`config.mk`:
```
export PLATFORM = sky130hd
export DESIGN_NAME = crcb_unit
export DESIGN_NICKNAME = d
export VERILOG_FILES = /design/src/rtl/crcb_pkg.sv /design/src/rtl/crcb_parity.sv /design/src/rtl/crcb_step.sv /design/src/rtl/crcb_unit.sv
export SDC_FILE = /design/constraint.sdc
export NUM_CORES = 1
export LEC_CHECK = 0
export CAP_MARGIN = 20
export CORE_UTILIZATION = 30
export CTS_BUF_LIST = sky130_fd_sc_hd__clkbuf_2 sky130_fd_sc_hd__clkbuf_4 sky130_fd_sc_hd__clkbuf_8
export DETAILED_ROUTE_END_ITERATION = 7
export PLACE_DENSITY = 0.58
export REMOVE_ABC_BUFFERS = 1
export SLEW_MARGIN = 20
export SYNTH_ARGS = -nofsm -noshare
export SYNTH_HDL_FRONTEND = slang
export SYNTH_SLANG_ARGS = --single-unit
```
`constraint.sdc`:
```
create_clock -name clk -period 2.5 [get_ports clk]
set_input_delay 0.5 -clock clk [delete_from_list [all_inputs] [get_ports clk]]
set_output_delay 0.5 -clock clk [all_outputs]
set_load 0.05 [all_outputs]
```
`src/rtl/crcb_pkg.sv`:
```
package crcb_pkg;

    typedef enum logic [2:0] {
        CRCB_SH7_MSB   = 3'd0,
        CRCB_8C_REFL   = 3'd1,
        CRCB_1021_MSB  = 3'd2,
        CRCB_A001_REFL = 3'd3,
        CRCB_8005_MSB  = 3'd4
    } crcb_variant_e;

    function automatic int unsigned crcb_width(input int unsigned variant);
        return (variant < 2) ? 8 : 16;
    endfunction

    function automatic bit crcb_reflected(input int unsigned variant);
        return (variant == 1) || (variant == 3);
    endfunction

endpackage

```
`src/rtl/crcb_parity.sv`:
```
module crcb_parity #(
    parameter int unsigned W = 8
) (
    input  logic [W-1:0] vec_i,
    output logic         par_o
);
    logic [W:0] acc_w;

    assign acc_w[0] = 1'b0;
    for (genvar i = 0; i < W; i++) begin : g_chain
        assign acc_w[i+1] = acc_w[i] ^ vec_i[i];
    end
    assign par_o = acc_w[W];
endmodule

```
`src/rtl/crcb_step.sv`:
```
module crcb_step
    import crcb_pkg::*;
#(
    parameter int unsigned VARIANT = 2,
    parameter int unsigned W       = crcb_width(VARIANT)
) (
    input  logic [W-1:0] crc_i,
    input  logic [7:0]   dat_i,
    output logic [W-1:0] crc_o
);
    if (VARIANT == 0) begin : g_sh7
        logic [7:0] e_w, f_w;
        assign e_w   = crc_i ^ dat_i;
        assign f_w   = e_w ^ (e_w >> 4) ^ (e_w >> 7);
        assign crc_o = (f_w << 1) ^ (f_w << 4);
    end else if (VARIANT == 1) begin : g_r8c
        logic [7:0] e_w, f_w;
        assign e_w   = crc_i ^ dat_i;
        assign f_w   = e_w ^ (e_w << 3) ^ (e_w << 4) ^ (e_w << 6);
        assign crc_o = f_w ^ (f_w >> 4) ^ (f_w >> 5);
    end else if (VARIANT == 2) begin : g_m1021
        logic [7:0]  s_w, t_w;
        logic [15:0] t16_w;
        assign s_w   = dat_i ^ crc_i[15:8];
        assign t_w   = s_w ^ (s_w >> 4);
        assign t16_w = {8'h00, t_w};
        assign crc_o = (crc_i << 8) ^ t16_w ^ (t16_w << 5) ^ (t16_w << 12);
    end else if (VARIANT == 3) begin : g_ra001
        logic [7:0]  e_w;
        logic        p_w;
        logic [15:0] f16_w;
        assign e_w = crc_i[7:0] ^ dat_i;
        crcb_parity #(.W(8)) u_par (.vec_i(e_w), .par_o(p_w));
        assign f16_w = {7'd0, p_w, e_w};
        assign crc_o = (crc_i >> 8) ^ (f16_w << 6) ^ (f16_w << 7) ^ (f16_w >> 8);
    end else begin : g_m8005
        logic [7:0]  s_w;
        logic        p_w;
        logic [15:0] t16_w;
        assign s_w = dat_i ^ crc_i[15:8];
        crcb_parity #(.W(8)) u_par (.vec_i(s_w), .par_o(p_w));
        assign t16_w = {7'd0, s_w, p_w};
        assign crc_o = (crc_i << 8) ^ (t16_w << 15) ^ t16_w ^ (t16_w << 1);
    end
endmodule

```
`src/rtl/crcb_unit.sv`:
```
module crcb_unit
    import crcb_pkg::*;
#(
    parameter int unsigned VARIANT = 2,
    parameter logic [15:0] PRESET  = 16'hFFFF
) (
    input  logic        clk,
    input  logic        rst_n,
    input  logic        init_i,
    input  logic        byte_vld_i,
    input  logic [7:0]  byte_i,
    output logic [15:0] crc_o
);
    localparam int unsigned CRC_W    = crcb_width(VARIANT);
    localparam bit          REFLECT  = crcb_reflected(VARIANT);
    localparam logic [CRC_W-1:0] PRESET_M = PRESET[CRC_W-1:0];

    typedef struct packed {
        logic [CRC_W-1:0] crc;
    } state_t;

    state_t           st_d, st_q;
    logic [CRC_W-1:0] step_w;
    logic [7:0]       fb_byte_w;

    crcb_step #(.VARIANT(VARIANT), .W(CRC_W)) u_step (
        .crc_i (st_q.crc),
        .dat_i (byte_i),
        .crc_o (step_w)
    );

    always_comb begin
        st_d = st_q;
        if (init_i) begin
            st_d.crc = PRESET_M;
        end else if (byte_vld_i) begin
            st_d.crc = step_w;
        end
    end

    always_ff @(posedge clk or negedge rst_n) begin
        if (!rst_n) begin
            st_q <= '{crc: PRESET_M};
        end else begin
            st_q <= st_d;
        end
    end

    if (CRC_W == 16) begin : g_out16
        assign crc_o = st_q.crc;
    end else begin : g_out8
        assign crc_o = {8'h00, st_q.crc};
    end

    if (REFLECT) begin : g_fb_refl
        assign fb_byte_w = st_q.crc[7:0];
    end else begin : g_fb_msb
        assign fb_byte_w = st_q.crc[CRC_W-1 -: 8];
    end


    init_load_chk: assert property (@(posedge clk) disable iff (!rst_n)
        init_i |=> (st_q.crc == PRESET_M));


    hold_idle_chk: assert property (@(posedge clk) disable iff (!rst_n)
        (!init_i && !byte_vld_i) |=> $stable(crc_o));


    zero_fb_chk: assert property (@(posedge clk) disable iff (!rst_n)
        (byte_vld_i && !init_i && (byte_i == fb_byte_w)) |=>
        (st_q.crc == (REFLECT ? ($past(st_q.crc) >> 8) : ($past(st_q.crc) << 8))));

    if (VARIANT == 0) begin : g_sh7_chk

        sh7_lsb_chk: assert property (@(posedge clk) disable iff (!rst_n)
            (byte_vld_i && !init_i) |=> (crc_o[0] == 1'b0));
    end
endmodule

```
==> results of run 1 <==
[through the flow]
step           setup WS, ps  power, mW
2_1_floorplan         899.2     0.8290
3_3_place_gp          518.1     0.9793
3_5_place_dp          489.1     0.9826
4_1_cts               274.0      1.164
5_1_grt               239.5      1.216
6_report              291.0      1.148
[worst reg2reg max path, delay by kind of cell (launching register included)]
kind	cells	cell delay, ps
xor+xnor	2	730
flops	1	580
compound gates	1	160
[how the worst max path moves through the flow]
stage / startpoint / to / slack [ps]
after floorplan: crc_o[12] / crc_o[5] / 900
after global placement: byte_i[4] / crc_o[5] / 520
after detailed placement: byte_i[6] / crc_o[6] / 490
after CTS: crc_o[13] / crc_o[13] / 270
after global routing: crc_o[13] / crc_o[13] / 240
final: crc_o[13] / crc_o[13] / 290
[cell families after synthesis]
logic type             synth area share
buffers and inverters           0.02198
XOR/XNOR                         0.3687
AND/OR/NAND/NOR                 0.06837
flip-flops                       0.4103
AO/OA/AOI/OAI                    0.1306
[per-layer routing]
metal | vias to the layer above | share of wire | GRT usage
met5 | - | 0 | 0
met4 | 0 | 0.014 | 0.05844
met3 | 2 | 0.038 | 0.02559
met2 | 17 | 0.45 | 0.1821
met1 | 333 | 0.49 | 0.1655
li1 | 338 | - | -
[final cells by class]
class / instances / area (um2) / share of cell area
Multi-Input combinational cell: 59 / 581.8 / 0.4208
Sequential cell: 16 / 420.4 / 0.3041
Timing Repair Buffer: 29 / 285.3 / 0.2063
Tap cell: 44 / 55.05 / 0.03982
Clock buffer: 4 / 36.28 / 0.02624
Inverter: 1 / 3.754 / 0.002715
[power by group through the flow]
stage / Sequential [mW] / Clock (mW) / Combinational [mW]
4_1_cts: 0.381 / 0.182 / 0.601
3_5_place_dp: 0.385 / 0 / 0.598
6_report: 0.380 / 0.174 / 0.595
2_1_floorplan: 0.538 / 0 / 0.291
3_3_place_gp: 0.383 / 0 / 0.596
5_1_grt: 0.388 / 0.199 / 0.629
[cells in the final DEF (no fill, tap or decap), drive strengths merged]
| cell type | instances |
|---|---|
| clkbuf | 4 |
| o21ai | 5 |
| xnor2 | 11 |
| a21oi | 8 |
| nor2 | 3 |
| o21bai | 1 |
| a211o | 7 |
| inv | 1 |
| xor3 | 1 |
| clkdlybuf4s50 | 27 |
| dfstp | 16 |
| nor2b | 7 |
| nor3 | 3 |
| xor2 | 5 |
| buf | 2 |
| xnor3 | 8 |
==> impl_metrics.py, run 1 <==
metrics = {
    "timing": {
        "setup_viol": 0,
        "rsz0062_at_grt": "false",
        "hold_viol_final": 0,
        "finalMaxSlewViolations": 0,
        "hold_ws_ps": 542.0,
        "finalCritPeriodShare": 0.8836,
        "finalCriticalPeriod_ps": 2209,
        "tns_ps": 0,
        "worst_pin_slew_ps": 710.8,
        "fmax_ghz": 0.4527,
        "skew_ps": 2.306,
        "slew_headroom": 0.5246,
    },
    "placed_design": {
        "hpwlAfterDp_um": 1423,
        "dpl_cell_area_mm2": 0.001346,
        "placed_cells": 149,
        "gp_congestion": 0.6734,
        "io_buffers": 27,
    },
    "synth": {
        "synth-warning-count": 0,
        "yosys-top-cells-area": "dfstp_2 41%, xnor3_1 18%, xnor2_1 7.7%",
        "syn_avg_cell_area_um2": 12.65,
        "syn_area_mm2": 0.001025,
        "ys_async_sr_fraction": 1.000,
        "synth_area_leader_cell": "dfstp_2",
        "synth_most_common_cell": "dfstp_2",
        "synth_edf_count": 0,
        "synth_cell_type_count": 19,
        "synth_seq_cells": 16,
        "synth_seq_area_share": 0.4103,
        "netlist.area_leader.share": 0.4103,
        "synth_ff_type": "dfstp_2",
        "synthTopCellsByCount": "16 x dfstp_2, 9 x xnor2_1, 8 x a21oi_1, 8 x xnor3_1",
        "syn_inst": 81,
    },
    "clock_tree": {
        "cts_tree": "yes",
        "clk_path_buf_depth": 2,
        "cts-resized-gates": 0,
        "clk_pin_slew_ps": 100,
        "h-tree-depth": 1,
        "post_cts_buffers": 0,
        "root_buffer": "clkbuf_4",
        "clkLatencyLatePin_ps": 280,
        "cts_hold_buf": 0,
        "cts.sinks": 16,
        "numCtsBuffers": 3,
    },
    "drt": {
        "vias": 690,
        "drtIter0Drc": 25,
        "ant_nets": 0,
        "route.detailed.drc": 0,
        "firstDrtPassIters": 4,
        "viasPerCell": 4.510,
        "post_drt_wl_per_cell_um": 12.97,
        "wl_um": 1984,
    },
    "die": {
        "start_util": 0.3250,
        "dieArea_mm2": 0.003654,
        "chipHeight_um": 60.45,
        "rows": 20,
        "coreArea_mm2": 0.003153,
        "die_w_um": 60.45,
        "io_pins": 28,
    },
    "global_route": {
        "grt_pass1_vias": 652,
        "grt.total_usage": 0.1207,
        "grt_overflow": 0,
        "grt_pass1_wl_um": 3091,
        "grt_max_degree": 19,
        "antenna_found_initial": 0,
    },
    "critical_path": {
        "required_ps": 2000,
        "end_kind": "output port",
        "critical_path_arrival_ps": 1710,
        "worstPathCellList": "clkdlybuf4s50_1",
        "path_delay_family": "buffers and inverters",
        "reg2reg_to": "crc_o[5]",
        "ff2ff_setup_slack_ps": 980,
        "cpMaxStageDelayCell": "clkdlybuf4s50_1",
        "r2r-start": "crc_o[12]",
        "path_max_fanout": 3,
        "reg2reg_depth": 3,
        "critPathKind": "flop to output port",
        "worst-path-stages": 1,
        "critPathLaunchType": "flop",
        "max_stage_delay_ps": 820,
        "cp_num_buf_inv": 1,
    },
    "finish": {
        "area_delta_synth_final_pct": 34.92,
        "drive_gt1_frac": 0.2294,
        "fin_nets": 122,
        "final_cells": 153,
        "nFillCells": 319,
        "largest_reg_flops": 16,
        "fin_area_mm2": 0.001383,
        "postLayoutCoreUtil": 0.4385,
        "antennaDiodeCount": 0,
    },
    "pwr": {
        "clkPwrFrac": 0.151,
        "p_switching_mw": 0.4215,
        "seqPwrFrac": 0.331,
        "powerDensity_mw_per_mm2": 830.7,
        "ir_worst_vdd_uv": 302.1,
        "leakagePower_nw": 0.5799,
        "comb_power_share": 0.518,
        "switching_share": 0.3670,
        "intPower_mw": 0.7270,
    },
    "hold_path": {
        "min_path_cells": 2,
        "hold_start": "crc_o[4]",
        "min_path_type": "flop to flop",
        "min_to": "crc_o[4]",
    },
    "flow_run": {
        "max-cap-violations": 0,
    },
    "run_status": {
        "outcome": "complete, no violations",
    },
}
(Power assumes the default switching activity.)
==> run 2: changes to the inputs <==
CORE_ASPECT_RATIO = 0.8   (was default)
CORE_UTILIZATION = 45   (was 30)
PLACE_DENSITY = 0.79   (was 0.58)
==> run 2 against run 1 <==
Net effect:
- clock skew shrank 1.3 ps
- clock power is essentially flat
- maximum frequency shrank 0.40%
- via count grew 0.43%
- critical path depth is the same
- global-route usage grew 5.7 points
- cell count shrank 13%
- critical endpoint unchanged
- highest routed layer unchanged
==> impl_metrics.py, run 2 (same netlist as run 1, synthesis figures left out) <==
metrics = {
    "clock_tree": {
        "cts_tree": "yes",
        "numCtsBuffers": 3,
        "cts.sinks": 16,
        "post_cts_buffers": 0,
        "clkLatencyLatePin_ps": 300,
        "h-tree-depth": 1,
        "clk_path_buf_depth": 2,
        "cts_hold_buf": 0,
        "root_buffer": "clkbuf_4",
        "clk_pin_slew_ps": 90,
        "cts-resized-gates": 0,
    },
    "placed_design": {
        "hpwlAfterDp_um": 1400,
        "dpl_worst_slack_ps": 505.5,
        "io_buffers": 27,
        "placed_cells": 129,
        "gp_congestion": 0.6953,
        "dpl_cell_area_mm2": 0.001315,
    },
    "finish": {
        "final_cells": 133,
        "nFillCells": 184,
        "fin_area_mm2": 0.001351,
        "antennaDiodeCount": 0,
        "area_delta_synth_final_pct": 31.87,
        "final_cell_mix": "27 x clkdlybuf4s50_1, 16 x dfstp_2, 9 x xnor2_1, 8 x xnor3_1, 8 x a21oi_1",
        "drive_gt1_frac": 0.2222,
        "final_common_cell": "clkdlybuf4s50_1",
        "largest_reg_flops": 16,
        "multi_input_area_um2": 581.8,
        "fin_nets": 121,
        "final-seq-area_um2": 420.4,
    },
    "critical_path": {
        "critical_path_arrival_ps": 1720,
        "path_delay_family": "buffers and inverters",
        "critPathKind": "flop to output port",
        "required_ps": 2000,
        "end_kind": "output port",
        "max_stage_delay_ps": 820,
        "cpMaxStageDelayCell": "clkdlybuf4s50_1",
        "cp_num_buf_inv": 1,
        "worstPathCellList": "clkdlybuf4s50_1",
        "path_max_fanout": 3,
        "critPathLaunchType": "flop",
    },
    "drt": {
        "wl_um": 1989,
        "post_drt_wl_per_cell_um": 14.95,
        "route.detailed.drc": 0,
        "vias": 693,
        "viasPerCell": 5.211,
        "drtIter0Drc": 12,
        "ant_nets": 0,
        "firstDrtPassIters": 4,
    },
    "pwr": {
        "switching_share": 0.3712,
        "p_switching_mw": 0.4290,
        "powerDensity_mw_per_mm2": 855.4,
        "power_mw": 1.156,
        "clkPwrFrac": 0.152,
        "intPower_mw": 0.7269,
        "comb_power_share": 0.520,
        "leakagePower_nw": 0.5751,
        "seqPwrFrac": 0.328,
        "ir_worst_vdd_uv": 575.2,
    },
    "timing": {
        "fmax_ghz": 0.4509,
        "slew_headroom": 0.5123,
        "setup_viol": 0,
        "rsz0062_at_grt": "false",
        "skew_ps": 1.026,
        "tns_ps": 0,
        "hold_viol_final": 0,
        "finalWorstSetupSlack_ps": 282.3,
        "finalCriticalPeriod_ps": 2218,
        "worst_pin_slew_ps": 729.3,
        "finalCritPeriodShare": 0.8871,
        "finalMaxSlewViolations": 0,
    },
    "global_route": {
        "grt_pass1_vias": 683,
        "grt.total_usage": 0.1774,
        "grt_pass1_wl_um": 3174,
        "grt_max_degree": 20,
        "antenna_found_initial": 0,
        "grt_overflow": 0,
    },
    "die": {
        "coreArea_mm2": 0.002158,
        "die_w_um": 55.35,
        "io_pins": 28,
        "chipHeight_um": 44.68,
        "dieArea_mm2": 0.002473,
        "rows": 15,
        "start_util": 0.4748,
    },
    "hold_path": {
        "min_path_type": "flop to flop",
    },
    "flow_run": {
        "max-cap-violations": 0,
    },
    "run_status": {
        "outcome": "complete, no violations",
    },
}
## run 2: cell count changes in the layout (fill, tap and decap cells not counted), sizes merged
cell  before  now
buf        2    1
## run 2: worst paths after layout
path	start	endpoint	slack, ps	depth (start not counted)
worst max-delay path	crc_o[13]	crc_o[13]	280	1
worst min-delay path	crc_o[4]	crc_o[4]	570	2
worst max register to register	crc_o[12]	crc_o[5]	980	3
worst min register to register	crc_o[4]	crc_o[4]	570	2
max in group asynchronous	rst_n	crc_o[0]	1460	1
min in group asynchronous	rst_n	crc_o[10]	1010	1
## run 2: cell type report
| class | instances | area share |
|---|---|---|
| Timing Repair Buffer | 28 | 0.2056 |
| Clock buffer | 4 | 0.02685 |
| Inverter | 1 | 0.002778 |
| Sequential cell | 16 | 0.3111 |
| Tap cell | 25 | 0.02315 |
| Multi-Input combinational cell | 59 | 0.4306 |
## run 2: stage by stage
stage / utilization / hold WS [ps]
6_report: 0.6261 / 568.4
5_1_grt: 0.6261 / 589.4
4_1_cts: 0.6261 / 576.1
3_5_place_dp: 0.6093 / 541.6
3_3_place_gp: 0.6093 / 521.5
2_1_floorplan: - / 352.2
## run 2: routing by layer
layer  share of wire  track usage  wire [um]
met5               0            0          0
met4           0.021       0.1050         42
met3           0.052      0.05848        104
met2            0.46       0.2795        912
met1            0.47       0.2176        928
## run 2: power by group through the flow
stage | Clock [mW] | Combinational (mW) | Sequential [mW]
detailed placement | 0 | 0.600 | 0.384
global route | 0.194 | 0.632 | 0.386
global placement | 0 | 0.590 | 0.381
floorplan | 0 | 0.291 | 0.538
finish | 0.175 | 0.601 | 0.379
CTS | 0.185 | 0.606 | 0.380
